`src/rtl/ccdseq_pkg.sv`:
```
package ccdseq_pkg;

    typedef enum logic [2:0] {
        SEQ_IDLE   = 3'd0,
        SEQ_CLEAR  = 3'd1,
        SEQ_EXPOSE = 3'd2,
        SEQ_ISSUE  = 3'd3,
        SEQ_WAIT   = 3'd4,
        SEQ_DONE   = 3'd5
    } seq_state_t;

endpackage

```
`src/rtl/ccdseq_trig_edge.sv`:
```
module ccdseq_trig_edge (
    input  logic clk,
    input  logic rst_n,
    input  logic trig_in,
    output logic trig_rise
);
    logic trig_q;

    // Resets to 1 so that a trigger held high through reset is not an edge.
    always_ff @(posedge clk or negedge rst_n) begin
        if (!rst_n) trig_q <= 1'b1;
        else        trig_q <= trig_in;
    end

    assign trig_rise = trig_in & ~trig_q;
endmodule

```
`src/rtl/ccdseq_cr_timer.sv`:
```
module ccdseq_cr_timer #(
    parameter int CR_CLKS = 500
) (
    input  logic clk,
    input  logic rst_n,
    input  logic run,
    output logic last
);
    localparam int CR_W = (CR_CLKS > 1) ? $clog2(CR_CLKS) : 1;
    localparam logic [CR_W-1:0] CR_END = CR_W'(CR_CLKS - 1);

    logic [CR_W-1:0] cnt;

    assign last = run && (cnt == CR_END);

    always_ff @(posedge clk or negedge rst_n) begin
        if (!rst_n)        cnt <= '0;
        else if (!run)     cnt <= '0;
        else if (last)     cnt <= '0;
        else               cnt <= cnt + 1'b1;
    end

    // reset window count stays inside its programmed length
    assert_cr_bound_R2: assert property (@(posedge clk) disable iff (!rst_n)
        int'(cnt) < CR_CLKS);

    // counter only moves while the window is open
    assert_cr_idle_zero_R2: assert property (@(posedge clk) disable iff (!rst_n)
        !run |=> (cnt == '0));
endmodule

```
`src/rtl/ccdseq_line_track.sv`:
```
module ccdseq_line_track #(
    parameter int N_HEAD   = 6,
    parameter int N_ACT    = 5344,
    parameter int N_TAIL   = 6,
    parameter int SUB_STEP = 2,
    localparam int N_LINES = N_HEAD + N_ACT + N_TAIL,
    localparam int LINE_W  = $clog2(N_LINES)
) (
    input  logic              clk,
    input  logic              rst_n,
    input  logic              load,
    input  logic              advance,
    input  logic              sub_req,
    output logic [LINE_W-1:0] idx,
    output logic              is_last,
    output logic              is_active,
    output logic              skip
);
    localparam int SUB_W = (SUB_STEP > 1) ? $clog2(SUB_STEP) : 1;
    localparam logic [LINE_W-1:0] FIRST_ACT = LINE_W'(N_HEAD);
    localparam logic [LINE_W-1:0] END_ACT   = LINE_W'(N_HEAD + N_ACT);
    localparam logic [LINE_W-1:0] LAST_IDX  = LINE_W'(N_LINES - 1);
    localparam logic [SUB_W-1:0]  SUB_END   = SUB_W'(SUB_STEP - 1);

    logic             sub_mode;
    logic [SUB_W-1:0] sub_cnt;

    assign is_last   = (idx == LAST_IDX);
    assign is_active = (idx >= FIRST_ACT) && (idx < END_ACT);

    generate
        if (SUB_STEP > 1) begin : g_sub
            assign skip = sub_mode && is_active && (sub_cnt != '0);
        end else begin : g_nosub
            assign skip = 1'b0;
        end
    endgenerate

    always_ff @(posedge clk or negedge rst_n) begin
        if (!rst_n) begin
            idx      <= '0;
            sub_mode <= 1'b0;
            sub_cnt  <= '0;
        end else if (load) begin
            idx      <= '0;
            sub_mode <= sub_req;
            sub_cnt  <= '0;
        end else if (advance) begin
            if (!is_last) idx <= idx + 1'b1;
            if (is_active) sub_cnt <= (sub_cnt == SUB_END) ? '0 : sub_cnt + 1'b1;
        end
    end

    // index never leaves the frame
    assert_idx_range_R1: assert property (@(posedge clk) disable iff (!rst_n)
        int'(idx) < N_LINES);

    // index holds unless a line is advanced or a frame loaded
    assert_idx_hold_R6: assert property (@(posedge clk) disable iff (!rst_n)
        (!advance && !load) |=> $stable(idx));

    // skip tag only on active lines
    assert_skip_active_R9: assert property (@(posedge clk) disable iff (!rst_n)
        skip |-> is_active);
endmodule

```
`src/rtl/ccd_frame_sequencer.sv`:
```
module ccd_frame_sequencer
    import ccdseq_pkg::*;
#(
    parameter int CR_CLKS  = 500,
    parameter int N_HEAD   = 6,
    parameter int N_ACT    = 5344,
    parameter int N_TAIL   = 6,
    parameter int SUB_STEP = 2,
    localparam int N_LINES = N_HEAD + N_ACT + N_TAIL,
    localparam int LINE_W  = $clog2(N_LINES)
) (
    input  logic              clk,
    input  logic              rst_n,
    input  logic              trig_in,
    input  logic              sub_en,
    input  logic              line_done,
    output logic              cr_pulse,
    output logic              integrating,
    output logic              line_start,
    output logic [LINE_W-1:0] line_idx,
    output logic              line_active,
    output logic              line_skip,
    output logic              frame_done
);
    seq_state_t state, state_nxt;

    logic trig_rise;
    logic cr_last;
    logic frame_load;
    logic line_adv;
    logic is_last;

    ccdseq_trig_edge u_edge (
        .clk       (clk),
        .rst_n     (rst_n),
        .trig_in   (trig_in),
        .trig_rise (trig_rise)
    );

    ccdseq_cr_timer #(.CR_CLKS(CR_CLKS)) u_cr (
        .clk   (clk),
        .rst_n (rst_n),
        .run   (state == SEQ_CLEAR),
        .last  (cr_last)
    );

    ccdseq_line_track #(
        .N_HEAD   (N_HEAD),
        .N_ACT    (N_ACT),
        .N_TAIL   (N_TAIL),
        .SUB_STEP (SUB_STEP)
    ) u_lines (
        .clk       (clk),
        .rst_n     (rst_n),
        .load      (frame_load),
        .advance   (line_adv),
        .sub_req   (sub_en),
        .idx       (line_idx),
        .is_last   (is_last),
        .is_active (line_active),
        .skip      (line_skip)
    );

    assign frame_load = (state == SEQ_IDLE) && trig_rise;
    assign line_adv   = (state == SEQ_WAIT) && line_done;

    always_comb begin
        state_nxt = state;
        unique case (state)
            SEQ_IDLE:   if (trig_rise) state_nxt = SEQ_CLEAR;
            SEQ_CLEAR:  if (cr_last)   state_nxt = trig_in ? SEQ_EXPOSE : SEQ_ISSUE;
            SEQ_EXPOSE: if (!trig_in)  state_nxt = SEQ_ISSUE;
            SEQ_ISSUE:                 state_nxt = SEQ_WAIT;
            SEQ_WAIT:   if (line_done) state_nxt = is_last ? SEQ_DONE : SEQ_ISSUE;
            SEQ_DONE:                  state_nxt = SEQ_IDLE;
            default:                   state_nxt = SEQ_IDLE;
        endcase
    end

    always_ff @(posedge clk or negedge rst_n) begin
        if (!rst_n) state <= SEQ_IDLE;
        else        state <= state_nxt;
    end

    always_comb begin
        cr_pulse    = (state == SEQ_CLEAR);
        integrating = (state == SEQ_EXPOSE);
        line_start  = (state == SEQ_ISSUE);
        frame_done  = (state == SEQ_DONE);
    end

    // a reset window opens only from idle
    assert_cr_from_idle_R2: assert property (@(posedge clk) disable iff (!rst_n)
        $rose(cr_pulse) |-> $past(state == SEQ_IDLE));

    // exposure and charge reset exclusive
    assert_cr_integ_excl_R3: assert property (@(posedge clk) disable iff (!rst_n)
        !(cr_pulse && integrating));

    // exposure ends once the trigger is seen low
    assert_integ_ends_R3: assert property (@(posedge clk) disable iff (!rst_n)
        (integrating && !trig_in) |=> !integrating);

    // line request lasts one clock
    assert_start_single_R5: assert property (@(posedge clk) disable iff (!rst_n)
        line_start |=> !line_start);

    // frame-done is a single clock followed by idle outputs
    assert_done_single_R7: assert property (@(posedge clk) disable iff (!rst_n)
        frame_done |=> (!frame_done && !line_start && !cr_pulse));

    // no new reset window while a frame is running
    assert_no_retrigger_R8: assert property (@(posedge clk) disable iff (!rst_n)
        (state == SEQ_WAIT || state == SEQ_EXPOSE) |=> !cr_pulse);
endmodule

```
`config.mk`:
```
export PLATFORM = sky130hd
export DESIGN_NAME = ccd_frame_sequencer
export DESIGN_NICKNAME = d
export VERILOG_FILES = /design/src/rtl/ccdseq_pkg.sv /design/src/rtl/ccdseq_trig_edge.sv /design/src/rtl/ccdseq_cr_timer.sv /design/src/rtl/ccdseq_line_track.sv /design/src/rtl/ccd_frame_sequencer.sv
export SDC_FILE = /design/constraint.sdc
export NUM_CORES = 1
export LEC_CHECK = 0
export ABC_CLOCK_PERIOD_IN_PS = 2100
export BUFFER_PORTS_ARGS = -buffer_cell sky130_fd_sc_hd__buf_2
export CAP_MARGIN = 0
export CORE_ASPECT_RATIO = 1.2
export CORE_MARGIN = 3
export CORE_UTILIZATION = 50
export CTS_CLUSTER_SIZE = 16
export DETAILED_ROUTE_END_ITERATION = 10
export MAX_ROUTING_LAYER = met4
export PLACE_DENSITY = 0.72
export RECOVER_POWER = 100
export REMOVE_ABC_BUFFERS = 1
export SLEW_MARGIN = 10
export SYNTH_ARGS = -nofsm -noshare
export SYNTH_HDL_FRONTEND = slang
export SYNTH_SLANG_ARGS = --single-unit
```
`constraint.sdc`:
```
create_clock -name clk -period 2.1 [get_ports clk]
set_clock_uncertainty 0.15 [all_clocks]
set_input_delay 0.105 -clock clk [delete_from_list [all_inputs] [get_ports clk]]
set_output_delay 0.105 -clock clk [all_outputs]
set_load 0.01 [all_outputs]
```
==> results of run 1 <==
-- layer usage --
layer,routed length (µm),share of wire,GRT usage
met4,95,0.028,0.0890
met1,1430,0.42,0.206
met3,126,0.037,0.0371
met2,1790,0.52,0.336
met5,0,0,-
-- power breakdown --
group          switching (µW)  internal [µW]  total (µW)
Sequential                102            626         728
Clock                     160            193         353
Combinational             304            261         565
-- cells in the final DEF (no fill, tap or decap), types with 3 or more instances in the layout --
cell type	netlist	layout
a21oi_1	4	4
buf_2	0	15
buf_4	0	13
clkbuf_1	4	9
clkbuf_4	0	3
dfrtp_1	27	27
dlygate4sd3_1	0	4
inv_1	4	4
nand2_1	15	15
nand2b_1	3	3
nand3_1	11	10
nand4_1	7	7
nor2_1	28	27
o21ai_0	5	5
or3_1	3	3
xnor2_1	4	4
xor2_1	12	12
-- critical path: stages (launching register included) --
cell	delay [ns]
dfrtp_1	0.38
ha_2	0.18
or4bb_4	0.47
or4_4	0.59
nand3_1	0.13
xor2_1	0.17
nor2_1	0.06
-- metrics by stage --
| step | cell area [µm²] | hold WS (ns) | power (µW) |
|---|---|---|---|
| final | 1860 | 0.263 | 1650 |
| after global routing | 1860 | 0.277 | 1750 |
| after CTS | 1820 | 0.163 | 1630 |
| after detailed placement | 1720 | 0.000917 | 1270 |
| after global placement | 1720 | -0.00262 | 1240 |
| after floorplan | 1460 | -0.341 | 1050 |
-- worst max-delay path by stage --
stage / start / end / slack, ns / cells after the start
floorplan: u_lines.idx[1]$_DFFE_PN0P_ / u_lines.idx[8]$_DFFE_PN0P_ / -0.12 / 6
global placement: u_lines.idx[0]$_DFFE_PN0P_ / u_lines.idx[9]$_DFFE_PN0P_ / 0.01 / 6
detailed placement: u_lines.idx[0]$_DFFE_PN0P_ / u_lines.idx[9]$_DFFE_PN0P_ / -0.06 / 6
CTS: u_lines.idx[0]$_DFFE_PN0P_ / u_lines.idx[9]$_DFFE_PN0P_ / -0.08 / 6
global route: u_lines.idx[0]$_DFFE_PN0P_ / u_lines.idx[9]$_DFFE_PN0P_ / -0.22 / 6
finish: u_lines.idx[0]$_DFFE_PN0P_ / u_lines.idx[7]$_DFFE_PN0P_ / -0.12 / 6
-- logic make-up after synthesis --
kind of cell,after synthesis
AOI/OAI and AO/OA,17
xor gates and xnor gates,16
adders and majority gates,2
buffers and inverters,11
DFF,28
muxes,3
and+or+nand+nor,84
-- final cells by class --
class	instances	area [µm²]
flip-flops and latches	28	702
clock buffers	3	22.5
fillers	247	975
multi-input cells	123	805
repair buffers	41	246
well taps	34	42.5
inverters	4	15.0
clock inverters	1	30.0
-- registers in the layout (all words and copies together), names as in the netlist --
signal            count
u_lines.sub_cnt       1
u_edge.trig_q         1
state                 3
u_lines.sub_mode      1
u_cr.cnt              9
u_lines.idx          13
-- repair_timing --
| item | in CTS | in global routing |
|---|---|---|
| resized for setup | 2 | 9 |
| pin swaps | 0 | 13 |
| setup endpoints to repair | 11 | 13 |
| cloned | 0 | 1 |
| hold endpoints to repair | 31 | 0 |
| setup buffers | 0 | 2 |
| hold buffers | 4 | 0 |
==> results.cfg, run 1 <==
[synth]
synthesis.area_um2 = 1520
synth_edf_count = 0
postSynthAreaPerCell_um2 = 9.43
synth_top_area_frac = 0.445
synth_top_family_by_area = simple AND/OR/NAND/NOR gates
synthArstFlopShare = 1.00
synth_fa_ha_area_frac = 0.0165
ys_ff_latch = 28
synth_most_common_cell = nor2_1
syn_inst = 161
synthSimpleGateAreaFrac = 0.292
synth_compound_area_frac = 0.0701
ys.flop_type = dfrtp_1
yosysUniqueCellTypes = 40
synth_seq_area_share = 0.462
synthTopCellsByArea = dfrtp_1 45%, nor2_1 6.9%, xor2_1 6.9%
ys_warn_count = 0
synth_common_cells = 28 x nor2_1, 27 x dfrtp_1, 15 x nand2_1
muxShareOfSynthArea = 0.0214
synthXorXnorAreaFrac = 0.0923
synth_area_leader_cell = dfrtp_1

[min_path]
min_from = trig_in
hold_path_end = u_edge.trig_q$_DFF_PN1_
holdPathStages = 2
hold_path_class = input pin to flip-flop

[place]
hpwl_um = 2380
place_ws_ns = -0.0572
io_buffers = 23
gp_congestion = 0.801
dp_cells = 224

[timing]
tns_ns = -0.970
hold_violations = 0
worst_pin_slew_ns = 1.53
worst_slack_ns = -0.123
fmax_mhz = 450
rsz0062_at_grt = yes
period_minus_slack_ns = 2.22
setup_violations = 12
max-slew-margin-rel = -0.0200
maxSlewViolCount = 29
period_share = 1.06

[drt]
drc = 0
dr.pass1.iters = 4
wirelength_um = 3440
drtAntennaViolNets = 0
wire_per_inst_um = 14.7
vias = 1333
vias_per_cell = 5.70
drt_iter0_drc = 25

[grt]
grt_pass1_wl_um = 5420
grt_antenna_before_repair = 0
grt_max_degree = 29
grt_pass1_vias = 1242
grt_overflow_total = 0
grt_usage = 0.190

[critical_path]
reg2reg_setup_slack_ns = -0.12
cp-start-kind = flip-flop
reg2reg_from = u_lines.idx[0]$_DFFE_PN0P_
r2r_end = u_lines.idx[7]$_DFFE_PN0P_
critical_path_class = flip-flop to flip-flop
cp_max_fo = 6
rr_worst_depth = 6
worst_ep_arrival_time_ns = 2.31
endpoint_kind = flip-flop
required_ns = 2.19

[clock_tree]
cts_max_level = 1
cts_sinks = 28
ctsRootBufferMaster = clkbuf_4
path_clk_slew_ns = 0.15
cts_tree = built
numCtsBuffers = 3
clockBufferDepth = 2
insertion_delay_ns = 0.33

[floorplan]
rows = 21
dieArea_um2 = 3740
pin_count = 24
core_area_um2 = 2840
fp.dieW_um = 56.3
die_y_um = 66.4
start_util = 0.535

[final_layout]
fin_util = 0.657
drive_above_1_share = 0.265
diodes = 0
nNetsFinal = 208
syn_to_final_growth_pct = 22.8
stdcell_count = 234

[job]
max_cap_viol_count = 1

[power]
p_per_area_nw_per_um2 = 883
p_leak_uw = 0.000857
vdd_ir_drop_max_mv = 0.734

[run_status]
violations = capacitance limit, slew limit, setup timing
outcome = finished, violations left
Power figures use the tool's default switching activity.
==> run 2: changes to the inputs <==
Settings changed: ABC_CLOCK_PERIOD_IN_PS 2100 to not set, CTS_BUF_LIST set to sky130_fd_sc_hd__clkbuf_8 sky130_fd_sc_hd__clkbuf_16, CTS_CLUSTER_SIZE 16 to not set.
==> results.cfg, run 2 (synthesis results as in run 1) <==
[run_status]
outcome = finished, violations left
violations = capacitance limit, slew limit, setup timing

[floorplan]
core_area_um2 = 2840
pin_count = 24
die_y_um = 66.4
rows = 21
fp.dieW_um = 56.3
dieArea_um2 = 3740
start_util = 0.535

[clock_tree]
numCtsBuffers = 3
insertion_delay_ns = 0.27
cts_sinks = 28
path_clk_slew_ns = 0.09
cts_max_level = 1
ctsRootBufferMaster = clkbuf_8
cts_tree = built
clockBufferDepth = 2

[final_layout]
reg_top3 = u_lines.idx x13, u_cr.cnt x9, state x3
layout_common_cells = 28 x nor2_1, 27 x dfrtp_1, 16 x buf_2, 15 x nand2_1, 14 x buf_4
final_common_cell = nor2_1
largest-register = u_lines.idx
largest_reg_flops = 13
syn_to_final_growth_pct = 24.4
fin_util = 0.665
drive_above_1_share = 0.269
nNetsFinal = 209
stdcell_count = 235
diodes = 0

[critical_path]
slowest_stage = or4bb_4
critical_path_class = flip-flop to flip-flop
worst_ep_arrival_time_ns = 2.25
max_stage_delay_ns = 0.54
cp_max_fo = 6
crit_chain = ha_2 -> or4bb_4 -> or4_4 -> nand4_1 -> xor2_1 -> nor2_1
path_delay_family = simple AND/OR/NAND/NOR gates
cp.buffers_inverters = 0
cp-start-kind = flip-flop
endpoint_kind = flip-flop
required_ns = 2.11

[timing]
worst_slack_ns = -0.133
tns_ns = -0.655
maxSlewViolCount = 29
rsz0062_at_grt = yes
fmax_mhz = 448
max-slew-margin-rel = -0.00574
worst_pin_slew_ns = 1.51
period_minus_slack_ns = 2.23
hold_violations = 0
period_share = 1.06
setup_violations = 11

[drt]
vias_per_cell = 5.66
drc = 0
wirelength_um = 3510
vias = 1329
wire_per_inst_um = 14.9
dr.pass1.iters = 5
drtAntennaViolNets = 0
drt_iter0_drc = 41

[power]
p_seq_frac = 0.424
clkPwrFrac = 0.243
power_frac_comb = 0.333
vdd_ir_drop_max_mv = 0.776
power_switching_uw = 572
p_leak_uw = 0.000875
p_per_area_nw_per_um2 = 912
sw_frac_of_total = 0.332
p_int_uw = 1150

[grt]
grt_pass1_vias = 1289
grt_overflow_total = 0
grt_max_degree = 29
grt_usage = 0.195
grt_antenna_before_repair = 0
grt_pass1_wl_um = 5590

[place]
hpwl_um = 2380
gp_congestion = 0.801
place_ws_ns = -0.0572
dp_cells = 224
io_buffers = 23

[job]
max_cap_viol_count = 1

[min_path]
hold_path_class = flip-flop to flip-flop
==> run 2: cell types whose count changed in the layout (fill, tap and decap cells not counted), sizes merged <==
cell	before	now
clkbuf	12	11
buf	28	30
==> run 2: cell type report <==
class / count / area, µm²
clock inverters: 1 / 30.0
fillers: 241 / 950
multi-input cells: 123 / 802
flip-flops and latches: 28 / 702
well taps: 34 / 42.5
inverters: 4 / 15.0
repair buffers: 42 / 255
clock buffers: 3 / 41.3
==> run 2: per-stage QoR <==
stage | instance area, µm² | power (µW) | hold WS, ns
global route | 1890 | 1830 | 0.355
global placement | 1720 | 1240 | -0.00262
CTS | 1850 | 1700 | 0.237
detailed placement | 1720 | 1270 | 0.000917
floorplan | 1460 | 1050 | -0.341
finish | 1890 | 1720 | 0.332
==> run 2: routing by layer <==
layer	routed length (µm)	global-route usage
met5	0	-
met4	54	0.0950
met3	137	0.0352
met2	1900	0.352
met1	1420	0.206
==> run 2: final timing paths <==
check / depth (start not counted) / startpoint / to / slack, ns
max in group asynchronous: 2 / rst_n / u_lines.idx[9]$_DFFE_PN0P_ / 0.36
hold / removal: 1 / u_lines.sub_cnt$_DFFE_PN0P_ / u_lines.sub_cnt$_DFFE_PN0P_ / 0.33
hold reg to reg: 1 / u_lines.sub_cnt$_DFFE_PN0P_ / u_lines.sub_cnt$_DFFE_PN0P_ / 0.33
min in group asynchronous: 2 / rst_n / u_lines.idx[3]$_DFFE_PN0P_ / 0.57
setup reg to reg: 6 / u_lines.idx[1]$_DFFE_PN0P_ / u_lines.idx[8]$_DFFE_PN0P_ / -0.13
setup / recovery: 6 / u_lines.idx[1]$_DFFE_PN0P_ / u_lines.idx[8]$_DFFE_PN0P_ / -0.13
==> run 2: worst reg2reg max path: stages, from the launching register on <==
cell and delay [ns]:
dfrtp_1 0.38, ha_2 0.19, or4bb_4 0.54, or4_4 0.48, nand4_1 0.15, xor2_1 0.18
nor2_1 0.06
==> run 2: what timing repair did <==
item                       4_1_cts  5_1_grt
setup endpoints to repair       10       11
cloned                           1        0
hold buffers                     4        0
pin swaps                        0        6
setup buffers                    0        2
hold endpoints to repair        30        0
resized for setup                3        7
==> run 2: power by group through the flow <==
stage | combinational, µW | clock (µW) | sequential (µW)
after floorplan | 308 | 0 | 741
after detailed placement | 534 | 0 | 733
after CTS | 548 | 426 | 723
after global routing | 639 | 444 | 744
final | 573 | 419 | 729
after global placement | 517 | 0 | 723
